## src/rtl/rnd_pkg.sv

```systemverilog
package rnd_pkg;
  typedef enum logic [1:0] {
    RM_CONV   = 2'd0,
    RM_TRUNC  = 2'd1,
    RM_HALFUP = 2'd2,
    RM_RSVD   = 2'd3
  } rnd_mode_e;
endpackage

```

## src/rtl/rnd_decide.sv

```systemverilog
// Decides whether the kept integer part is incremented, from the dropped
// fraction, the kept LSB and the selected mode.
module rnd_decide #(
  parameter int DROP_W = 12
) (
  input  logic [1:0]        mode,
  input  logic              kept_lsb,
  input  logic [DROP_W-1:0] frac,
  output logic              inc
);
  import rnd_pkg::*;

  logic half_bit;
  logic tail_nz;

  assign half_bit = frac[DROP_W-1];

  generate
    if (DROP_W > 1) begin : g_tail
      assign tail_nz = |frac[DROP_W-2:0];
    end else begin : g_notail
      assign tail_nz = 1'b0;
    end
  endgenerate

  always_comb begin
    unique case (rnd_mode_e'(mode))
      RM_TRUNC:  inc = 1'b0;
      RM_HALFUP: inc = half_bit;
      default:   inc = half_bit & (tail_nz | kept_lsb);
    endcase
  end
endmodule

```

## src/rtl/rnd_sat.sv

```systemverilog
// Adds the increment to the kept part and clamps into the output range.
module rnd_sat #(
  parameter int KEEP_W = 28,
  parameter int OUT_W  = 16
) (
  input  logic [KEEP_W-1:0] kept,
  input  logic              inc,
  output logic [OUT_W-1:0]  word
);
  localparam int SUM_W = KEEP_W + 1;
  localparam logic signed [SUM_W-1:0] HI_S = SUM_W'((longint'(1) <<< (OUT_W-1)) - 1);
  localparam logic signed [SUM_W-1:0] LO_S = -HI_S - SUM_W'(1);
  localparam logic [OUT_W-1:0] HI_W = {1'b0, {(OUT_W-1){1'b1}}};
  localparam logic [OUT_W-1:0] LO_W = {1'b1, {(OUT_W-1){1'b0}}};

  logic signed [SUM_W-1:0] sum;

  assign sum = $signed({kept[KEEP_W-1], kept}) + $signed({{KEEP_W{1'b0}}, inc});

  always_comb begin
    if (sum > HI_S)      word = HI_W;
    else if (sum < LO_S) word = LO_W;
    else                 word = sum[OUT_W-1:0];
  end
endmodule

```

## src/rtl/conv_round_reducer.sv

```systemverilog
module conv_round_reducer #(
  parameter int IN_W   = 40,
  parameter int DROP_W = 12,
  parameter int OUT_W  = 16
) (
  input  logic              clk,
  input  logic              rst,
  input  logic              in_valid,
  input  logic [IN_W-1:0]   in_data,
  input  logic [1:0]        in_mode,
  output logic              out_valid,
  output logic [OUT_W-1:0]  out_data
);
  localparam int KEEP_W = IN_W - DROP_W;

  logic [KEEP_W-1:0] kept;
  logic [DROP_W-1:0] frac;
  logic              inc;
  logic [OUT_W-1:0]  word;

  assign kept = in_data[IN_W-1:DROP_W];
  assign frac = in_data[DROP_W-1:0];

  rnd_decide #(.DROP_W(DROP_W)) u_dec (
    .mode     (in_mode),
    .kept_lsb (kept[0]),
    .frac     (frac),
    .inc      (inc)
  );

  rnd_sat #(.KEEP_W(KEEP_W), .OUT_W(OUT_W)) u_sat (
    .kept (kept),
    .inc  (inc),
    .word (word)
  );

  always_ff @(posedge clk) begin
    if (rst) begin
      out_valid <= 1'b0;
      out_data  <= '0;
    end else begin
      out_valid <= in_valid;
      if (in_valid) out_data <= word;
    end
  end
endmodule

```

## config.mk

```make
export PLATFORM = sky130hd
export DESIGN_NAME = conv_round_reducer
export DESIGN_NICKNAME = d
export VERILOG_FILES = /design/src/rtl/rnd_pkg.sv /design/src/rtl/rnd_decide.sv /design/src/rtl/rnd_sat.sv /design/src/rtl/conv_round_reducer.sv
export SDC_FILE = /design/constraint.sdc
export NUM_CORES = 1
export LEC_CHECK = 0
export BUFFER_PORTS_ARGS = -buffer_cell sky130_fd_sc_hd__buf_4
export CAP_MARGIN = 0
export CORE_MARGIN = 1.5
export CORE_UTILIZATION = 30
export CTS_CLUSTER_DIAMETER = 80
export DETAILED_ROUTE_END_ITERATION = 10
export PLACE_DENSITY_LB_ADDON = 0.2
export SLEW_MARGIN = 20
export SYNTH_ARGS = -nofsm -noshare
export SYNTH_HDL_FRONTEND = slang
export SYNTH_HIERARCHICAL = 1
export SYNTH_SLANG_ARGS = --single-unit
```

## constraint.sdc

```tcl
create_clock -name clk -period 7.3 [get_ports clk]
set_clock_uncertainty 0.2 [all_clocks]
set_input_delay 0.365 -clock clk [delete_from_list [all_inputs] [get_ports clk]]
set_output_delay 0.365 -clock clk [all_outputs]
set_load 0.05 [all_outputs]
```

==> results.env <==
STATUS='complete, no violations'
SYNTH_TOP_FLOP_CELL='sky130_fd_sc_hd__dfxtp_1'
POWER.IR.VDD_WORST_uV=93.2
CTS.REPORTEDPATHS.CLKPINSLEW_NS=0.06
DIE_W_MICRONS=76.1
POSTCTSHOLDBUFS=0
POST_SYNTH_FA_HA_MAJ_AREA_FRACTION=0.0234
DETAIL_ROUTE.VIAS_PER_CELL=5.23
WORST_EP_ARRIVAL_TIME_NS=4.22
BOUNDARYPINS=62
NETLIST_TOP_CELLS_AREA='sky130_fd_sc_hd__dfxtp_1 21%, sky130_fd_sc_hd__mux2i_1 11%, sky130_fd_sc_hd__o22ai_2 7.8%'
YS_SEQ_ELEMENTS=17
FINAL_CELLS=319
YOSYS.AREA_SHARE.XOR_XNOR=0.0875
CP-START-KIND='primary input'
GLOBALROUTE.TOTALOVERFLOW=0
DPL.HPWL_MM=3.42
HTREEDEPTH=1
GRT_PASS1_VIAS=1576
NUMCLOCKSINKS=17
CTS_SETUP_BUFFERS=0
CTS_TREE='built'
FILL_CELLS=586
NUMPLACEDINSTANCES=315
START_UTIL=0.312
GRT_START_MAX_NET_PINS=18
INSERTEDDIODECOUNT=0
AREAGROWTHSYNTHTOFINISH_PCT=32.7
FINALSETUPVIOLATIONS=0
REPORT.FINAL.HOLD_VIOL_COUNT=0
FINALWORSTPATHREQUIREDPERIOD_NS=4.24
HOLDWS_NS=0.227
POST_ROUTE_CELLS_DRIVE_ABOVE_1_SHARE=0.325
CRITICAL-PATH-TOP-DELAY-FAMILY='simple AND/OR/NAND/NOR gates'
NNETSFINAL=298
SYNTH_SIMPLE_GATE_AREA_FRAC=0.296
ANTENNA_VIOLATIONS_BEFORE_REPAIR=0
FINALCOREUTILIZATION=0.414
POST-SYNTH-TOP-AREA-FRACTION=0.213
SYNTH_ENABLE_FLOP_CELLS=0
FLOORPLAN_CORE_AREA_SQ_UM=5140
PORT-BUFFER-COUNT=61
NETLIST_INSTANCES=194
MULTIINPUTGATEAREA_SQ_UM=1180
CP_DATA_REQUIRED_TIME_NS=7.29
CTS-BUFFERS-INSERTED=3
POST_SYNTH.CELL_AREA_AVG_SQ_UM=8.26
MAX_CLOCK_FREQ_MHz=236
CRIT_CHAIN='buf_4 > inv_1 > ha_1 > nor4b_2 > a31oi_1 > ha_1 > nand4_1 > or4_1 > or4_4 > a2111oi_4 > a31oi_2 > o22ai_1 > mux2i_1 > nor2_1'
FINALINSTANCEAREA_SQ_UM=2130
MOST_INSTANTIATED_CELLS_AFTER_SYNTHESIS='25 x sky130_fd_sc_hd__nor2_1, 17 x sky130_fd_sc_hd__dfxtp_1, 17 x sky130_fd_sc_hd__mux2i_1'
REMAINING_DRC_ERRORS=0
ROW_COUNT=26
SYNTH_AREA_SQ_UM=1600
GRTUSAGETOTAL=0.150
WORSTMARGINPINSLEW_NS=1.07
COUNT_OF_ANTENNA_VIOLATING_NETS_LEFT_AFTER_DETAILED_ROUTING=0
WORST_PATH_BUFS_INVS=2
DIE_AREA_SQ_UM=5790
P_PER_AREA_nW_PER_UM2=130
CRITPATHMAXSTAGEDELAY_NS=0.68
SYNTH.MUX.AREA_FRACTION=0.106
SYNTHESIS.NETS=242
CRITICAL_PATH.SLOWEST_CELL='sky130_fd_sc_hd__or4_1'
POSTROUTEWIRELENGTH_MM=4.37
MAXCAPVIOLATIONS=0
FIN_CRIT_SH=0.580
NUMBER_OF_DETAILED_ROUTE_ITERATIONS_IN_THE_FIRST_PASS=4
MIN_PATH_TYPE='in2reg'
MAIN_COMBINATIONAL_CELL_FAMILY_BY_AREA_AFTER_SYNTHESIS='simple AND/OR/NAND/NOR gates'
SYNTH_COMPOUND_GATE_AREA_SHARE=0.218
UNREPAIRED_SETUP_ENDPOINTS_AFTER_GLOBAL_ROUTING='false'
CRIT_TOP_CELL='sky130_fd_sc_hd__ha_1'
CLOCK_INSERTION_DELAY_WORST_SKEW_NS=0.25
GP_CONGESTION=0.856
REPORT.FINAL.SLEW_VIOL_COUNT=0
GRT_FIRST_PASS_WIRELENGTH_MM=7.20
PLACE_AREA_SQ_UM=2080
INITIALDRTVIOLATIONCOUNT=81
CRITICAL_PATH.MAX_FANOUT=15
CTSRESIZECOUNT=0
CTS_BUFFER_DEPTH=2
ASYNC_FLOP_SHARE=0
SEQUENTIAL_CELL_AREA_SQ_UM=340
POST_SYNTHESIS_CELL_TYPE_WITH_THE_LARGEST_COMBINED_AREA='sky130_fd_sc_hd__dfxtp_1'
SYNTH-SEQ-AREA-SHARE=0.212
YS_WARN_COUNT=6
YS_TYPES=48
CTSROOTBUFFERMASTER='sky130_fd_sc_hd__clkbuf_8'
TOTAL_LEAKAGE_POWER_nW=0.852
DIE_H_MICRONS=76.1
MAX_SLEW_MARGIN=0.285
ENDPOINT_KIND='flip-flop'
ROUTED_VIAS=1668
CRIT_TYPE='in2reg'
ROUTED_WIRE_LENGTH_PER_INSTANCE_MICRONS=13.7
FIN_TNS_SETUP_NS=0
POST-SYNTH-TOP-COUNT-CELL='sky130_fd_sc_hd__nor2_1'
registers in the layout (all words and copies together) (netlist names):
register,cells
out_data,16
out_valid,1
cells in the final DEF, fill, tap and decap left out, types with 2 or more instances in the layout:
master,Yosys,layout
sky130_fd_sc_hd__buf_4,1,61
sky130_fd_sc_hd__nor2_1,25,25
sky130_fd_sc_hd__mux2i_1,17,17
sky130_fd_sc_hd__dfxtp_1,17,17
sky130_fd_sc_hd__nand2_1,12,12
sky130_fd_sc_hd__xor2_1,11,11
sky130_fd_sc_hd__o22ai_2,10,10
sky130_fd_sc_hd__nand3_1,9,9
sky130_fd_sc_hd__nand4_1,8,8
sky130_fd_sc_hd__o22ai_1,7,7
sky130_fd_sc_hd__nor4_1,6,6
sky130_fd_sc_hd__xnor2_1,5,5
sky130_fd_sc_hd__inv_1,4,4
sky130_fd_sc_hd__or4_1,4,4
sky130_fd_sc_hd__o21ai_0,4,4
sky130_fd_sc_hd__or3_1,4,4
sky130_fd_sc_hd__clkbuf_8,0,3
sky130_fd_sc_hd__ha_1,3,3
sky130_fd_sc_hd__nand2b_1,3,3
sky130_fd_sc_hd__a211oi_1,3,3
sky130_fd_sc_hd__o31ai_1,3,3
sky130_fd_sc_hd__nor2b_1,2,2
sky130_fd_sc_hd__o21ai_1,2,2
sky130_fd_sc_hd__or2_2,2,2
sky130_fd_sc_hd__and4_1,2,2
sky130_fd_sc_hd__nor3_1,2,2
sky130_fd_sc_hd__a21oi_1,2,2
kinds of logic after synthesis:
family | after synthesis
fa+ha+maj | 3
buf+inv | 14
simple gates | 87
xor+xnor | 16
flops | 17
compound gates | 40
mux | 17
cell type report:
| cell class | instances | area share |
|---|---|---|
| clock buffer | 4 | 0.0212 |
| inverter | 4 | 0.00706 |
| multi-input combinational | 163 | 0.555 |
| sequential | 17 | 0.160 |
| tap | 70 | 0.0412 |
| timing repair buffer | 61 | 0.215 |
layer usage:
metal	track usage	share of wire
met1	0.202	0.48
met2	0.251	0.46
met3	0.0323	0.058
met4	0.0222	0.0037
met5	0	0
metrics by stage:
| stage | worst slack (ns) | power, W |
|---|---|---|
| 2_1_floorplan | 3.68 | 0.000168 |
| 3_3_place_gp | 2.88 | 0.000210 |
| 3_5_place_dp | 2.83 | 0.000210 |
| 4_1_cts | 3.06 | 0.000279 |
| 5_1_grt | 2.77 | 0.000292 |
| 6_report | 3.06 | 0.000276 |
path summary, 6_finish.rpt:
| check | start | to | slack (ns) | depth (start not counted) |
|---|---|---|---|---|
| worst max-delay path | in_mode[0] | out_data[4]$_SDFFE_PP0P_ | 3.06 | 14 |
| worst min-delay path | rst | out_valid$_SDFF_PP0_ | 0.23 | 2 |
| worst max register to register | out_data[2]$_SDFFE_PP0P_ | out_data[2]$_SDFFE_PP0P_ | 6.50 | 2 |
| worst min register to register | out_data[5]$_SDFFE_PP0P_ | out_data[5]$_SDFFE_PP0P_ | 0.29 | 2 |
report_power, final:
group	leakage, nW	switching, W	internal, W
clock network	0.0228	0.0000298	0.0000387
logic	0.688	0.0000606	0.0000437
registers	0.141	0.00000359	0.0000996
Note: power is estimated with default switching activity, not from simulation.
